==> src/rtl/baud_clk_pkg.sv <==
package baud_clk_pkg;
  typedef logic [1:0] src_sel_t;

  // bit 1: timer path, bit 0: timer prescale enable
  localparam int SEL_TMR_BIT = 1;
  localparam int SEL_PRE_BIT = 0;

  function automatic logic sel_is_timer(input src_sel_t s);
    return s[SEL_TMR_BIT];
  endfunction

  function automatic logic sel_uses_pre(input src_sel_t s);
    return s[SEL_PRE_BIT];
  endfunction
endpackage

==> src/rtl/baud_sync_edge.sv <==
module baud_sync_edge #(
  parameter int STAGES = 2
) (
  input  logic clk,
  input  logic rst_n,
  input  logic async_in,
  output logic rise_pulse
);
  logic [STAGES:0] sh_q, sh_d;

  always_comb begin
    sh_d = {sh_q[STAGES-1:0], async_in};
  end

  always_ff @(posedge clk or negedge rst_n) begin
    if (!rst_n) sh_q <= '0;
    else        sh_q <= sh_d;
  end

  assign rise_pulse = sh_q[STAGES-1] & ~sh_q[STAGES];
endmodule

==> src/rtl/baud_div.sv <==
module baud_div #(
  parameter int DIV_W = 16
) (
  input  logic             clk,
  input  logic             rst_n,
  input  logic [DIV_W-1:0] divisor,
  output logic             tick
);
  logic [DIV_W-1:0] cnt_q, cnt_d, eff;
  logic             tick_q, tick_d;

  always_comb begin
    eff    = (divisor == '0) ? DIV_W'(1) : divisor;
    cnt_d  = cnt_q;
    tick_d = 1'b0;
    if (cnt_q == '0) begin
      cnt_d  = eff - 1'b1;
      tick_d = 1'b1;
    end else begin
      cnt_d  = cnt_q - 1'b1;
    end
  end

  always_ff @(posedge clk or negedge rst_n) begin
    if (!rst_n) begin
      cnt_q  <= '0;
      tick_q <= 1'b0;
    end else begin
      cnt_q  <= cnt_d;
      tick_q <= tick_d;
    end
  end

  assign tick = tick_q;
endmodule

==> src/rtl/baud_chan.sv <==
module baud_chan
  import baud_clk_pkg::*;
#(
  parameter int BUS_PRE = 32,
  parameter int TMR_PRE = 16
) (
  input  logic     clk,
  input  logic     rst_n,
  input  src_sel_t sel,
  input  logic     div_tick,
  input  logic     tmr_pulse,
  output logic     baud_en
);
  localparam int MAXP = (BUS_PRE > TMR_PRE) ? BUS_PRE : TMR_PRE;
  localparam int CW   = (MAXP > 2) ? $clog2(MAXP) : 1;

  logic [CW-1:0] cnt_q, cnt_d;
  src_sel_t      sel_q, sel_d;
  logic          en_q, en_d;

  always_comb begin
    cnt_d = cnt_q;
    en_d  = 1'b0;
    sel_d = sel;
    if (sel != sel_q) begin
      cnt_d = '0;
    end else if (!sel_is_timer(sel)) begin
      if (div_tick) begin
        if (cnt_q == CW'(BUS_PRE - 1)) begin
          cnt_d = '0;
          en_d  = 1'b1;
        end else begin
          cnt_d = cnt_q + 1'b1;
        end
      end
    end else if (sel_uses_pre(sel)) begin
      if (tmr_pulse) begin
        if (cnt_q == CW'(TMR_PRE - 1)) begin
          cnt_d = '0;
          en_d  = 1'b1;
        end else begin
          cnt_d = cnt_q + 1'b1;
        end
      end
    end else begin
      en_d = tmr_pulse;
    end
  end

  always_ff @(posedge clk or negedge rst_n) begin
    if (!rst_n) begin
      cnt_q <= '0;
      sel_q <= '0;
      en_q  <= 1'b0;
    end else begin
      cnt_q <= cnt_d;
      sel_q <= sel_d;
      en_q  <= en_d;
    end
  end

  assign baud_en = en_q;
endmodule

==> src/rtl/baud_clk_sel.sv <==
module baud_clk_sel
  import baud_clk_pkg::*;
#(
  parameter int DIV_W       = 16,
  parameter int BUS_PRE     = 32,
  parameter int TMR_PRE     = 16,
  parameter int SYNC_STAGES = 2
) (
  input  logic             clk,
  input  logic             rst_n,
  input  logic             tmr_in,
  input  logic [1:0]       tx_sel,
  input  logic [1:0]       rx_sel,
  input  logic [DIV_W-1:0] divisor,
  output logic             tx_en,
  output logic             rx_en
);
  localparam int NCH = 2;

  logic [1:0] rst_sh;
  logic       rst_int_n;
  logic       div_tick;
  logic       tmr_pulse;
  src_sel_t   sel_arr [NCH];
  logic [NCH-1:0] en_arr;

  always_ff @(posedge clk or negedge rst_n) begin
    if (!rst_n) rst_sh <= '0;
    else        rst_sh <= {rst_sh[0], 1'b1};
  end
  assign rst_int_n = rst_sh[1];

  baud_sync_edge #(.STAGES(SYNC_STAGES)) u_sync (
    .clk        (clk),
    .rst_n      (rst_int_n),
    .async_in   (tmr_in),
    .rise_pulse (tmr_pulse)
  );

  baud_div #(.DIV_W(DIV_W)) u_div (
    .clk     (clk),
    .rst_n   (rst_int_n),
    .divisor (divisor),
    .tick    (div_tick)
  );

  assign sel_arr[0] = tx_sel;
  assign sel_arr[1] = rx_sel;

  for (genvar i = 0; i < NCH; i++) begin : g_chan
    baud_chan #(.BUS_PRE(BUS_PRE), .TMR_PRE(TMR_PRE)) u_chan (
      .clk       (clk),
      .rst_n     (rst_int_n),
      .sel       (sel_arr[i]),
      .div_tick  (div_tick),
      .tmr_pulse (tmr_pulse),
      .baud_en   (en_arr[i])
    );
  end

  assign tx_en = en_arr[0];
  assign rx_en = en_arr[1];
endmodule

==> config.mk <==
export PLATFORM = sky130hd
export DESIGN_NAME = baud_clk_sel
export DESIGN_NICKNAME = d
export VERILOG_FILES = /design/src/rtl/baud_clk_pkg.sv /design/src/rtl/baud_sync_edge.sv /design/src/rtl/baud_div.sv /design/src/rtl/baud_chan.sv /design/src/rtl/baud_clk_sel.sv
export SDC_FILE = /design/constraint.sdc
export NUM_CORES = 1
export LEC_CHECK = 0
export BUFFER_PORTS_ARGS = -buffer_cell sky130_fd_sc_hd__buf_2
export CORE_UTILIZATION = 44
export CTS_CLUSTER_SIZE = 16
export DETAILED_ROUTE_END_ITERATION = 8
export PLACE_DENSITY = 0.65
export RECOVER_POWER = 25
export SLEW_MARGIN = 20
export SYNTH_ARGS = -nofsm -noshare
export SYNTH_HDL_FRONTEND = slang
export SYNTH_SLANG_ARGS = --single-unit
==> constraint.sdc <==
create_clock -name clk -period 1.1 [get_ports clk]
set_input_delay 0.22 -clock clk [delete_from_list [all_inputs] [get_ports clk]]
set_output_delay 0.22 -clock clk [all_outputs]
set_load 0.02 [all_outputs]
==> results.md, run 1 <==
- Placer Congestion: about 0.84
- Core ar.: roughly 4500 µm²
- Share of layout cells above drive strength 1: 0.495
- Min-delay src: tmr_in
- Mapped Cells: 212
- TritonCTS buffer count: 5
- Die height: a little over 70 µm
- Power density over the cells: ~950 nW/µm²
- Crit path DAT: between 2 and 2.5 ns
- Status: complete, but fails checks
- P_leak: ~1.4 nW
- Post-layout minimum cycle time: 2.24 ns
- Sequential share of power: 0.463
- Number of global-route vias before repair: 2076
- Wire per inst: around 14 µm
- Die area: between 5000 and 6000 µm²
- Global-route wire length before repair: 9090 µm
- Top cells by instance count after synthesis: dfrtp_1 (38), nor2_1 (22), a21oi_1 (18)
- CTS H-tree depth: 2
- Max-cap violation count: 0
- Syn nets: about 240
- Fin nets: approximately 350
- Slew Limit Fails: 0
- Hold Vio Cnt, Final: 0
- Fin crit share: 2.03
- Clock sinks: 38
- Die Wd: slightly above 70 µm
- Initial antenna violation count: 0
- Comb pwr share: 0.156
- CP endpoint kind: flip-flop
- Number of remaining DRC errors: 0
- ANT nets after route: 0
- Via count: between 2000 and 2500
- CP required: 1.31 ns
- Filler Cell Count: 323
- Maximum clock rate: 447 MHz
- Routed WL: around 5400 µm
- Netlist Area Pre-Place: around 2100 µm²
- Hold_ws: 0.0394 ns
- Detailed placer's ending HPWL: around 3900 µm
- Yosys warns: 0
- Top FF cell, synth: dfrtp_1
- GR Overflow Total: 0
- Clock Skew: about 0.0028 ns
- Hold/Removal Path Class: in2reg
- Post-synth EDFFs: 0
- Peak VDD IR: 0.660 mV
- Int Power: between 2 and 2.5 mW
- RSZ-0062 raised after global routing: yes
- Number of DRC markers in iteration 0: 92
- Largest net degree at the start of global routing: 37
- Initial Utilization: 0.473
- Clock Latency Late Sink: 0.28 ns
- Vias per inst: roughly 5.5
- Violated checks: setup timing
- Ant diodes: 0
- Total iterations of the first detailed-routing run: 4
- Synth area leader: dfrtp_1
- Critical Path Start Type: flip-flop
- # IOs: 25
- Standard-cell rows: 24
- Critical Path Start: u_div.cnt_q[6]
- Net Switching: around 0.73 mW
- Clock Tree Root: clkbuf_8
- Area share of the largest cell type after synthesis: 0.449
- Synth-to-layout area growth: 56.8%
- CTS tree: done
- Mean Syn Cell Area: 9.99 µm²
- Most common cell in the netlist: dfrtp_1
- Switching part of the total: 0.231
- Max FO, Critical Path: 6
- FFs w/ async S/R, synth: 1.00
- # port buffers: 24
- GRT Overall Usage: 0.228
- Worst R2R Start: u_div.cnt_q[6]
- Final core utilization: 0.742
- Post-synthesis sequential area ratio: 0.449
- Cell variety after synth: 48
- Clock buffer depth: 2
- Critical path type: reg2reg
- CTS clk-pin slew, worst paths: around 0.070 ns
- Slack of the critical path: -1.14 ns
- Clock Power Share: 0.381
- Finish-stage setup viols: 29
- Synth Register Bits: 38
- Setup TNS: -22.10 ns
- Largest cells by area after synthesis: dfrtp_1 (45%), ha_1 (5.3%), xnor2_1 (4.6%)
[registers in the layout, indices dropped and copies added (netlist names)]
signal,count
u_div.cnt_q,16
g_chan.u_chan.cnt_q,10
g_chan.u_chan.sel_q,4
u_sync.sh_q,3
g_chan.u_chan.baud_en,2
rst_sh,2
u_div.tick,1
[per-stage QoR]
| step | total power [mW] | setup WS, ns | std cells | cell area [µm²] |
|---|---|---|---|---|
| detailed placement | 1.88 | -1.09 | 355 | 2990 |
| finish | 3.15 | -1.14 | 371 | 3320 |
| global placement | 1.87 | -1.05 | 355 | 2990 |
| CTS | 3.12 | -1.07 | 367 | 3200 |
| global route | 3.28 | -1.25 | 371 | 3320 |
| floorplan | 1.64 | -1.07 | 212 | 2290 |
[worst paths after layout]
| check | to | slack, ns | cells past startpoint |
|---|---|---|---|
| worst max-delay path | u_div.cnt_q[13] | -1.14 | 5 |
| worst min-delay path | u_sync.sh_q[0] | 0.04 | 1 |
| worst max register to register | u_div.cnt_q[13] | -1.14 | 5 |
| worst min register to register | g_chan[0].u_chan.cnt_q[0] | 0.33 | 1 |
| max in group asynchronous | g_chan[1].u_chan.sel_q[0] | 0.43 | 1 |
| min in group asynchronous | rst_sh[0] | 0.24 | 2 |
[power groups by stage]
stage / combinational (mW) / sequential [mW] / clock, mW
2_1_floorplan: 0.137 / 1.51 / 0
3_3_place_gp: 0.393 / 1.48 / 0
3_5_place_dp: 0.402 / 1.48 / 0
4_1_cts: 0.436 / 1.46 / 1.22
5_1_grt: 0.538 / 1.46 / 1.28
6_report: 0.491 / 1.46 / 1.20
[cell families after synthesis]
kind of cell,synth area share
AOI/OAI and AO/OA,0.233
xor gates and xnor gates,0.0662
adders and majority gates,0.0532
buffers and inverters,0.0307
DFF,0.449
other,0.00177
and+or+nand+nor,0.166
[cells in the final DEF (no fill, tap or decap), types with 2 or more instances in the layout]
master,Yosys,final
a32oi_1,2,2
ha_1,9,2
nand3_1,2,2
nor2_1,22,19
nand2b_1,4,3
a2111oi_4,2,4
clkbuf_8,0,6
xor2_1,5,5
ha_4,0,3
o31ai_1,8,6
nor3_2,0,3
buf_2,1,22
nor4_1,5,4
buf_4,1,72
a21oi_1,18,13
clkbuf_1,4,5
o21ai_2,0,4
a21oi_2,0,5
a211o_1,2,2
nor2_2,0,2
o21ai_0,9,4
nand3b_1,2,2
a2111o_1,2,2
and2_1,2,2
dfrtp_1,38,37
inv_1,10,9
a21o_1,4,3
xnor2_1,11,11
a31oi_1,3,3
or2_4,0,2
and3_4,0,2
buf_6,0,4
a211oi_4,0,2
ha_2,0,4
nor2b_1,4,3
nand2_1,10,10
o31ai_4,0,2
[per-layer routing]
layer  global-route usage  part of all wire  routed length [µm]
met5                    0                 0                   0
met1                0.279              0.44                2360
met3               0.0520             0.048                 256
met4               0.0756             0.020                 106
met2                0.399              0.49                2650
[timing repair]
| action | CTS | global route |
|---|---|---|
| pin swaps | 16 | 13 |
| gates cloned | 0 | 0 |
| setup endpoints to repair | 29 | 29 |
| resized for setup | 13 | 20 |
| hold buffers | 1 | 0 |
| setup buffers | 4 | 5 |
| endpoints found under the hold margin | 2 | 0 |
[final cells by class]
| type | instances | area (µm²) | share of cell area |
|---|---|---|---|
| inverter | 10 | 37.5 | 0.0113 |
| clock buffer | 6 | 82.6 | 0.0249 |
| timing repair buffer | 106 | 752 | 0.227 |
| clock inverter | 1 | 30.0 | 0.00905 |
| sequential | 38 | 952 | 0.287 |
| tap | 52 | 65.1 | 0.0196 |
| multi-input combinational | 158 | 1400 | 0.422 |
[critical path, cell delays in order, from the launching register on]
cell       delay (ns)
dfrtp_1          0.41
nor4_4           0.31
nand3b_1         0.24
or4_4            0.70
a2111oi_4        0.34
xnor2_1          0.16
No activity file was read; power rests on OpenSTA's default activity.
==> run 2, diff against run 1 <==
--- a/config.mk
+++ b/config.mk
@@ -5,11 +5,12 @@
 export SDC_FILE = /design/constraint.sdc
 export NUM_CORES = 1
 export LEC_CHECK = 0
+export ABC_AREA = 1
 export BUFFER_PORTS_ARGS = -buffer_cell sky130_fd_sc_hd__buf_2
 export CORE_UTILIZATION = 44
+export CTS_BUF_LIST = sky130_fd_sc_hd__clkbuf_4 sky130_fd_sc_hd__clkbuf_8
 export CTS_CLUSTER_SIZE = 16
 export DETAILED_ROUTE_END_ITERATION = 8
-export PLACE_DENSITY = 0.65
 export RECOVER_POWER = 25
 export SLEW_MARGIN = 20
 export SYNTH_ARGS = -nofsm -noshare
==> run 2 against run 1 <==
Against the previous run: the run still ends with setup timing left; count of clock-buffer cells in the layout unchanged; sequential power about the same; worst hold slack better by 0.0012 ns; final area up 9.4%; clock power down 12%; clock skew up 0.0058 ns; synthesized cell count up 50%; core utilization down 4.4 points; power down 5.0%; sequential cell count unchanged; area after synthesis up 14%; critical endpoint is now u_div.cnt_q[14].
==> results.md, run 2 <==
- Status: complete, but fails checks
- Violated checks: setup timing
- Largest register by flop count: u_div.cnt_q
- Die Wd: 76.1 µm (+6.6%)
- CTS tree: done
- Maximum clock rate: 528 MHz (+18%)
- Mux cell area share after synthesis: 0 (unchanged)
- FFs w/ async S/R, synth: 1.00 (unchanged)
- Clock Latency Late Sink: 0.30 ns (+0.02 ns)
- CP required: 1.29 ns (-0.02 ns)
- Filler Cell Count: 426 (+32%)
- Top cell family by delay on the critical path: simple AND/OR/NAND/NOR gates
- Critical path type: reg2reg
- Top FF cell, synth: dfrtp_1
- Worst Reg2Reg Path Length in Cells: 13 (+8)
- Largest cells by area after synthesis: dfrtp_1 (39%), nand2_1 (11%), inv_1 (8.1%)
- Hold_ws: 0.0406 ns (+0.00124 ns)
- TritonCTS buffer count: 5 (unchanged)
- RSZ-0062 raised after global routing: yes
- Synth Area in Compound Gates: 0.0736 (-0.159)
- Area share of the largest cell type after synthesis: 0.394 (-0.0554)
- Vias per inst: 4.87 (-11%)
- Total iterations of the first detailed-routing run: 4 (unchanged)
- Critical Path Start Type: flip-flop
- Worst hold path depth: 1 (unchanged)
- Detailed placer's ending HPWL: 4330 µm (+12%)
- Slew Limit Fails: 0 (unchanged)
- Rel. slew slack: 0.572
- Slew of the pin with the lowest slew margin: 0.642 ns
- Fin crit share: 1.72 (-0.311)
- Crit path top cell by count: nand2_1
- Max-cap violation count: 0 (unchanged)
- Routed WL: 6130 µm (+14%)
- Placement Cell Area: 3160 µm² (+5.8%)
- Post-synthesis sequential area ratio: 0.394 (-0.0554)
- CTS clk-pin slew, worst paths: 0.09 ns (+0.02 ns)
- Finish-stage setup viols: 29 (unchanged)
- Max FO, Critical Path: 4 (-2)
- Fin area: 3630 µm² (+9.4%)
- Crit path DAT: 2.09 ns (-0.35 ns)
- GR Overflow Total: 0 (unchanged)
- CTS H-tree depth: 2 (unchanged)
- Xor/xnor share of the synthesized area: 0.0358 (-0.0304)
- Synth Area in Simple Gates: 0.351 (+0.185)
- Top Registers: u_div.cnt_q (16), g_chan.u_chan.cnt_q (10), g_chan.u_chan.sel_q (4)
- Top cells by instance count after synthesis: nand2_1 (70), inv_1 (52), nor2_1 (40)
- Critical path depth: 13 (+8)
- Largest net degree at the start of global routing: 37 (unchanged)
- Cell Chain, Critical Path: nor2_1 > nand2_1 > nor2_4 > nand2_4 > o21ai_4 > ha_4 > inv_2 > nor2_4 > nand2_2 > nor2_4 > nand2_1 > nand2_1 > nand2_1
- Slack of the critical path: -0.794 ns (+0.342 ns)
- Post-synth EDFFs: 0 (unchanged)
- Synth area leader: dfrtp_1
- P_leak: 1.76 nW (+25%)
- Number of global-route vias before repair: 2212 (+6.6%)
- Syn nets: 350 (+43%)
- ANT nets after route: 0 (unchanged)
- Placer Congestion: 0.896 (+6.6%)
- CP endpoint kind: flip-flop
- Synth Register Bits: 38 (unchanged)
- GRT Overall Usage: 0.217 (-0.0115)
- Mean Syn Cell Area: 7.59 µm² (-24%)
- Wire per inst: 12.7 µm (-12%)
- Via count: 2351 (+16%)
- Hold/Removal Path Class: in2reg
- Core ar.: 5200 µm² (+16%)
- Global-route wire length before repair: 10000 µm (+9.9%)
- Hold Vio Cnt, Final: 0 (unchanged)
- Clock Skew: 0.00856 ns (+0.00579 ns)
- # port buffers: 24 (unchanged)
- # IOs: 25 (unchanged)
- Mapped Cells: 318 (+50%)
- Yosys warns: 0 (unchanged)
- Clock Tree Root: clkbuf_8
- Share of layout cells above drive strength 1: 0.458 (-0.0377)
- Netlist Area Pre-Place: 2410 µm² (+14%)
- Number of remaining DRC errors: 0 (unchanged)
- Die height: 76.1 µm (+6.6%)
- Combinational family with the most area after synthesis: simple AND/OR/NAND/NOR gates
- Initial Utilization: 0.464 (-0.00921)
- Commonest non-fill, non-tap cells in the layout: nand2_1 (55), buf_4 (53), inv_1 (44)
- Clock sinks: 38 (unchanged)
- Power density over the cells: 823 nW/µm² (-13%)
- Fin nets: 444 (+26%)
- Post-layout minimum cycle time: 1.89 ns (-0.342 ns)
- Ant diodes: 0 (unchanged)
- Standard-cell rows: 26 (+8.3%)
- Most common cell in the netlist: nand2_1
- Critical-path top delay cell: dfrtp_1
- Adder-cell share of the synthesized area: 0.0466 (-0.00656)
- CP peak stage delay: 0.40 ns (-0.30 ns)
- Peak VDD IR: 0.582 mV (-12%)
- Die area: 5790 µm² (+14%)
- Clock buffer depth: 2 (unchanged)
- Cell variety after synth: 32 (-33%)
- Number of DRC markers in iteration 0: 66 (-28%)
- WP buf/inv: 1 (+1)
- Commonest non-fill, non-tap cell in the layout: nand2_1
- Max reg flops: 16 (unchanged)
- Initial antenna violation count: 0 (unchanged)
- Synth-to-layout area growth: 50.4%
==> run 2: kinds of logic (layout without fill, tap and decap cells) <==
| logic type | count (synthesis) | after routing |
|---|---|---|
| buffers and inverters | 56 | 151 |
| xor gates and xnor gates | 9 | 9 |
| other | 1 | 1 |
| DFF | 38 | 38 |
| AOI/OAI and AO/OA | 29 | 29 |
| and+or+nand+nor | 176 | 176 |
| adders and majority gates | 9 | 9 |
==> run 2: repair_timing <==
| item | in CTS | in global routing |
|---|---|---|
| hold buffers | 1 | 0 |
| gates resized for setup | 34 | 49 |
| setup endpoints to repair | 29 | 29 |
| setup buffers | 4 | 7 |
| endpoints found under the hold margin | 2 | 0 |
| pin swaps | 15 | 37 |
==> run 2: path summary, 6_finish.rpt <==
check	startpoint	endpoint	slack, ns
setup / recovery	u_div.cnt_q[8]	u_div.cnt_q[14]	-0.79
hold / removal	tmr_in	u_sync.sh_q[0]	0.04
setup reg to reg	u_div.cnt_q[8]	u_div.cnt_q[14]	-0.79
hold reg to reg	rst_sh[1]	g_chan[0].u_chan.baud_en	0.35
max in group asynchronous	rst_sh[1]	u_div.cnt_q[6]	0.40
min in group asynchronous	rst_n	rst_sh[1]	0.23
==> run 2: final cells by class <==
| cell class | count | area, µm² | share of cell area |
|---|---|---|---|
| Tap cell | 70 | 87.6 | 0.0241 |
| Clock buffer | 6 | 82.6 | 0.0227 |
| Inverter | 52 | 203 | 0.0558 |
| Sequential cell | 38 | 952 | 0.262 |
| Clock inverter | 2 | 12.5 | 0.00345 |
| Multi-Input combinational cell | 224 | 1630 | 0.448 |
| Timing Repair Buffer | 91 | 668 | 0.184 |
==> run 2: worst reg2reg max path: stages, from the launching register on <==
cell,delay [ns]
dfrtp_1,0.40
nor2_1,0.13
nand2_1,0.11
nor2_4,0.20
nand2_4,0.10
o21ai_4,0.17
ha_4,0.17
inv_2,0.05
nor2_4,0.08
nand2_2,0.06
nor2_4,0.13
nand2_1,0.07
nand2_1,0.06
nand2_1,0.04
==> run 2: stage by stage <==
stage               cells  total power [mW]  TNS [ns]  setup slack, ns   util
floorplan             318              1.68    -10.69           -0.643      -
global placement      465              1.89    -14.60           -0.748  0.607
detailed placement    465              1.91    -15.24           -0.786  0.607
CTS                   478              2.98    -14.74           -0.751  0.657
global route          483              3.12    -18.17           -0.881  0.698
finish                483              2.99    -16.33           -0.794  0.698
==> run 2: report_power, final <==
group	total (mW)	switching, mW	internal, mW
logic	0.468	0.239	0.229
clock network	1.05	0.542	0.505
registers	1.47	0.0280	1.44
==> run 2: routing by layer <==
metal | track usage | part of all wire | up-vias
li1 | - | - | 1178
met1 | 0.268 | 0.44 | 1102
met2 | 0.375 | 0.50 | 55
met3 | 0.0359 | 0.031 | 16
met4 | 0.0904 | 0.028 | 0
met5 | 0 | 0 | -
